[config.mk]
export PLATFORM = sky130hd
export DESIGN_NAME = nn_resampler
export DESIGN_NICKNAME = d
export VERILOG_FILES = /design/src/rtl/nnr_pkg.sv /design/src/rtl/nnr_phase_acc.sv /design/src/rtl/nnr_sample_hold.sv /design/src/rtl/nnr_out_reg.sv /design/src/rtl/nn_resampler.sv
export SDC_FILE = /design/constraint.sdc
export NUM_CORES = 1
export LEC_CHECK = 0
export CAP_MARGIN = 20
export CORE_MARGIN = 5
export CORE_UTILIZATION = 35
export DETAILED_ROUTE_END_ITERATION = 7
export GPL_TIMING_DRIVEN = 0
export SLEW_MARGIN = 20
export SYNTH_ARGS = -nofsm -noshare
export SYNTH_HDL_FRONTEND = slang
export SYNTH_SLANG_ARGS = --single-unit
[constraint.sdc]
create_clock -name clk -period 3.3 [get_ports clk]
set_input_delay 0.66 -clock clk [delete_from_list [all_inputs] [get_ports clk]]
set_output_delay 0.66 -clock clk [all_outputs]
set_load 0.02 [all_outputs]
[src/rtl/nnr_pkg.sv]
package nnr_pkg;
    typedef enum logic {
        PACE_SYSCLK = 1'b0,
        PACE_INPUT  = 1'b1
    } pace_e;
endpackage

[src/rtl/nnr_phase_acc.sv]
module nnr_phase_acc
    import nnr_pkg::*;
#(
    parameter int    PHASE_W = 32,
    parameter pace_e PACE    = PACE_SYSCLK
) (
    input  logic               clk,
    input  logic               rst,
    input  logic [PHASE_W-1:0] phase_step,
    input  logic               in_valid,
    output logic               fire
);
    localparam int SUM_W = PHASE_W + 1;

    logic [PHASE_W-1:0] acc_q;
    logic [SUM_W-1:0]   sum;
    logic               advance;

    generate
        if (PACE == PACE_INPUT) begin : g_input_paced
            assign advance = in_valid;
        end else begin : g_clock_paced
            assign advance = 1'b1;
        end
    endgenerate

    always_comb begin
        sum  = {1'b0, acc_q} + {1'b0, phase_step};
        fire = advance & sum[SUM_W-1];
    end

    always_ff @(posedge clk) begin
        if (rst) begin
            acc_q <= '0;
        end else if (advance) begin
            acc_q <= sum[PHASE_W-1:0];
        end
    end

    // a zero step never carries
    a_r8_zero_step_quiet: assert property (@(posedge clk) disable iff (rst)
        (phase_step == '0) |-> !fire);

    // accumulator frozen without an input strobe in input-paced mode
    a_r3_acc_frozen: assert property (@(posedge clk) disable iff (rst)
        (PACE == PACE_INPUT && !in_valid) |=> $stable(acc_q));
endmodule

[src/rtl/nnr_sample_hold.sv]
module nnr_sample_hold #(
    parameter int DATA_W = 16
) (
    input  logic              clk,
    input  logic              rst,
    input  logic              in_valid,
    input  logic [DATA_W-1:0] in_sample,
    output logic [DATA_W-1:0] held
);
    always_ff @(posedge clk) begin
        if (rst) begin
            held <= '0;
        end else if (in_valid) begin
            held <= in_sample;
        end
    end

    // every strobed input is captured
    a_r4_capture_latest: assert property (@(posedge clk) disable iff (rst)
        in_valid |=> (held == $past(in_sample)));
endmodule

[src/rtl/nnr_out_reg.sv]
module nnr_out_reg #(
    parameter int DATA_W = 16
) (
    input  logic              clk,
    input  logic              rst,
    input  logic              fire,
    input  logic [DATA_W-1:0] held,
    output logic              out_valid,
    output logic [DATA_W-1:0] out_sample
);
    always_ff @(posedge clk) begin
        if (rst) begin
            out_valid  <= 1'b0;
            out_sample <= '0;
        end else begin
            out_valid <= fire;
            if (fire) begin
                out_sample <= held;
            end
        end
    end

    // output data moves only alongside a strobe
    a_r7_data_stable: assert property (@(posedge clk) disable iff (rst)
        !out_valid |-> $stable(out_sample));
endmodule

[src/rtl/nn_resampler.sv]
module nn_resampler
    import nnr_pkg::*;
#(
    parameter int    PHASE_W = 32,
    parameter int    DATA_W  = 16,
    parameter pace_e PACE    = PACE_SYSCLK
) (
    input  logic               clk,
    input  logic               rst,
    input  logic [PHASE_W-1:0] phase_step,
    input  logic               in_valid,
    input  logic [DATA_W-1:0]  in_sample,
    output logic               out_valid,
    output logic [DATA_W-1:0]  out_sample
);
    logic              fire;
    logic [DATA_W-1:0] held;

    nnr_phase_acc #(
        .PHASE_W (PHASE_W),
        .PACE    (PACE)
    ) u_acc (
        .clk        (clk),
        .rst        (rst),
        .phase_step (phase_step),
        .in_valid   (in_valid),
        .fire       (fire)
    );

    nnr_sample_hold #(
        .DATA_W (DATA_W)
    ) u_hold (
        .clk       (clk),
        .rst       (rst),
        .in_valid  (in_valid),
        .in_sample (in_sample),
        .held      (held)
    );

    nnr_out_reg #(
        .DATA_W (DATA_W)
    ) u_out (
        .clk        (clk),
        .rst        (rst),
        .fire       (fire),
        .held       (held),
        .out_valid  (out_valid),
        .out_sample (out_sample)
    );

    // a colliding input does not reach the same strobe
    a_r6_old_on_collision: assert property (@(posedge clk) disable iff (rst)
        (fire && in_valid) |=> (out_sample == $past(held)));

    // no strobe follows an idle input cycle when input-paced
    a_r3_idle_no_strobe: assert property (@(posedge clk) disable iff (rst)
        (PACE == PACE_INPUT && !in_valid) |=> !out_valid);
endmodule

=== Word-level counts from Yosys, hierarchy flattened ===
Cells that the tools add are included.

* Bits in registers: 65
* Bits of input ports: 51

* Add/subtract/negate cells: 1

{| class="wikitable"
|+ Operators with widths
! cell !! count
|-
| $add 32x32->33 || 1
|}

=== Depth between registers and ports, before layout ===
* Depth after elaboration: 1
* Depth in mapped cells: 11
* Gate-level depth less buffers: 9

=== Modules after synthesis ===
Synthesis repeated with hierarchy kept, for this count alone.

* Cells, all modules: 467
* Area, all modules: 4116.4 sq um

{| class="wikitable"
|+ Modules (own cells, without submodules)
! module !! instances !! cells each !! area an instance (sq um) !! seq. area each (sq um)
|-
| nnr_phase_acc || 1 || 361 || 2927.8 || 640.6
|-
| nnr_out_reg || 1 || 54 || 608.1 || 340.3
|-
| nnr_sample_hold || 1 || 52 || 580.6 || 320.3
|}

=== Least setup slack after synthesis ===
Ideal clock, no wire load.

* Kind: input to register
* From: in phase_step[10]
* To: reg u_acc.acc_q[29]
* Setup time: 0.123 ns
* Arrival time: 2.544 ns
* Setup slack: 0.632 ns
* Cell stages on the path: 8
* Cells stage by stage: ha_1 -> nand3_2 -> a2111oi_2 -> o21ai_1 -> a41o_1 -> o21ba_4 -> o31ai_4 -> mux2_1

* Word-level cells in the longest chain between the ends: 1

{| class="wikitable"
|+ Ends and longest elaborated chain
! what !! line !! text
|-
| from (decl) || nn_resampler.sv:10 || <nowiki>input logic [PHASE_W-1:0] phase_step,</nowiki>
|-
| $add 32x32->33 || nnr_phase_acc.sv:28 || <nowiki>sum = {1'b0, acc_q} + {1'b0, phase_step};</nowiki>
|-
| to (signal assigned) || nnr_phase_acc.sv:36 || <nowiki>acc_q <= sum[PHASE_W-1:0];</nowiki>
|-
| to (decl) || nnr_phase_acc.sv:15 || <nowiki>logic [PHASE_W-1:0] acc_q;</nowiki>
|}

Every way passes these cells.
A chain may end at the register's enable or synchronous reset.

=== Final worst setup path ===
* From: in phase_step[8]
* To: reg u_acc.acc_q[31]

The elaborated chain is that of the path after synthesis.

==> metrics.cfg <==
[power_and_ir_drop]
peakVddDrop_mv = 0.271
p_leak_nw = 2.24
power_mw = 4.29
powerDensity_nw_per_um2 = 832

[route]
wl_per_cell_um = 14.6
firstDrtPassIters = 4
vias = 3461
dr.first_iter.drc_count = 96
avgViaCountPerCell = 5.08
antenna_left = 0
drc = 0
drt-total-wl_um = 9980

[worst_setup_path]
crit_end = u_acc.acc_q[31]$_SDFF_PP0_
end_kind = flop
rr_worst_depth = 8
cp_data_arrival_time_ps = 3360
r2r_end = u_acc.acc_q[31]$_SDFF_PP0_
critPathMaxFanout = 5
worst_setup_path_start_kind = input pin
worst-setup-path-type = in2reg
reg2reg_slack_ps = 620
r2r_start = u_acc.acc_q[3]$_SDFF_PP0_
startpoint = phase_step[8]
required_ps = 3520

[synthesis]
synth_area_um2 = 3990
synth-edff-count = 0
synthCells = 457
yosysMostFrequentCell = dfxtp_1
synth_area_leader_cell = dfxtp_1
synth_area_per_cell_um2 = 8.74
synth_commonest_cells = dfxtp_1, nor2_1, a21oi_1, nand2b_1
synth_top_area_share_pct = 32.6
synthDistinctLibCells = 62
ys_ff_latch = 65
ys_warn_count = 0
synth-seq-area-share_pct = 32.6
yosys-top-cells-area = dfxtp_1, ha_1, mux2i_1
synthesis.nets = 541
async_reset_ff_share_pct = 0
synth_ff_type = dfxtp_1

[sta]
setup_viol = 0
relSlewSlack_pct = 54.7
period_minus_slack_ps = 3150
fin_skew_ps = 6.99
finalCritPeriodShare_pct = 95.3
fmax_mhz = 318
hold_ws_ps = 470
report.final.slew_viol_count = 0
hold_viol = 0
rsz0062_at_grt = false
worst_pin_slew_ps = 680

[placement]
portBuffers = 65
place_hpwl_um = 7580
gp_congestion = 0.853
dpl-instance-area_um2 = 4820

[clock_network]
cts_tree = yes
worstSkewPairLatency_ps = 330
cts_setup_buffers = 0
numCtsBuffers = 9
hold_buffers = 0
clockBufferDepth = 2
clkTransAtPathRegs_ps = 60
cts_root_buffer = clkbuf_16
htree_levels = 3
clock_sinks = 65

[floorplan]
io_pins = 68
die_w_um = 117
rows = 39
fp.dieH_um = 117
dieArea_um2 = 13600
start_util_pct = 35.3
core_um2 = 11300

[layout]
nNetsFinal = 617
final_cell_area_um2 = 5160
drive_gt1_share_pct = 6.88
num_antenna_cells = 0
fin_util_pct = 45.6
syn_to_final_growth_pct = 29.3

[grt]
grt_max_degree = 14
grt_usage_pct = 15.4
grt_pass1_vias = 3551
antenna_found_initial = 0
grt_overflow = 0
grt_pass1_wl_um = 16700

[run_status]
status = finished, final reports clean

[min_path]
hp-class = reg2reg

[run]
cap_viol_max_count = 0

power by group:
group	switching (mW)	internal [mW]	leakage (nW)
clock network	0.388	0.668	0.153
registers	0.0686	0.993	0.536
logic	1.21	0.964	1.55
total	1.67	2.62	2.24
metal layers:
layer	GRT usage [%]	vias up	part of all wire (%)
met1	20.7	1596	49
met3	2.57	7	3.6
met2	25.0	73	46
met5	0	-	0
li1	-	1785	-
met4	5.35	0	1.1
sequential cells by signal (all words and copies together) (netlist names):
signal and count:
u_hold.held 16, u_acc.acc_q 32, u_out.out_sample 16, u_out.out_valid 1
timing repair:
action	CTS	global route
endpoints found under the hold margin	0	0
endpoints found under the setup margin	1	1
gates resized for setup	1	3
critical path, stage by stage:
cell	delay, ps
clkdlybuf4s50_1	410
ha_1	370
a21oi_1	220
o22ai_1	150
a2111oi_1	500
a21oi_2	160
a21boi_0	460
o31ai_2	150
mux2_2	280
cells in the final DEF (no fill, tap or decap), types with 2 or more instances in the layout:
cell,instances
and3_1,4
o211ai_2,2
buf_1,2
mux2_2,2
bufinv_16,2
inv_1,12
a211oi_1,8
o21ai_1,3
ha_1,32
nor2b_1,7
o21a_1,6
xor2_1,6
nor3_1,4
a21o_1,20
nand4_1,5
nor2_1,55
clkbuf_16,9
o21ai_0,13
clkinvlp_4,2
nand2b_1,34
a21oi_2,2
a21oi_1,39
o21bai_1,5
nand2_1,22
nand3_1,10
xnor2_1,12
inv_6,2
clkdlybuf4s50_1,65
nor3b_1,2
or3_1,2
mux2i_1,32
clkbuf_1,14
dfxtp_1,65
worst min-delay path by stage:
| stage | to | from | depth (start not counted) |
|---|---|---|---|
| after detailed placement | u_out.out_sample[15]$_SDFFE_PP0P_ | u_hold.held[15]$_SDFFE_PP0P_ | 2 |
| after global placement | u_out.out_sample[8]$_SDFFE_PP0P_ | u_hold.held[8]$_SDFFE_PP0P_ | 2 |
| after CTS | u_out.out_sample[13]$_SDFFE_PP0P_ | u_hold.held[13]$_SDFFE_PP0P_ | 2 |
| after global routing | u_out.out_sample[13]$_SDFFE_PP0P_ | u_hold.held[13]$_SDFFE_PP0P_ | 2 |
| after floorplan | u_out.out_sample[0]$_SDFFE_PP0P_ | u_hold.held[0]$_SDFFE_PP0P_ | 2 |
| final | u_out.out_sample[14]$_SDFFE_PP0P_ | u_hold.held[14]$_SDFFE_PP0P_ | 2 |
cells by family (layout without fill, tap and decap cells):
| family | after synthesis | count (layout) | synth area share (%) |
|---|---|---|---|
| flops | 65 | 65 | 32.6 |
| xor+xnor | 18 | 18 | 3.95 |
| compound gates | 119 | 119 | 20.8 |
| buf+inv | 31 | 112 | 3.42 |
| mux | 35 | 35 | 8.87 |
| simple gates | 156 | 156 | 19.8 |
| fa+ha+maj | 33 | 33 | 10.5 |
area by class of cell:
class,instances,area [um2]
flip-flops and latches,65,1300
repair buffers,65,651
well taps,143,179
plain buffers,19,91.3
inverters,12,45.0
multi-input cells,361,2570
clock inverters,7,101
clock buffers,9,225
fillers,1162,6160
per-stage QoR:
stage          instances  worst slack [ps]  setup TNS, ps
4_1_cts              681              41.3              0
3_3_place_gp         665              -482          -1190
3_5_place_dp         665              -451          -1440
5_1_grt              681              3.58              0
2_1_floorplan        457               632              0
6_report             681               155              0
No activity file was read; power rests on OpenSTA's default activity.
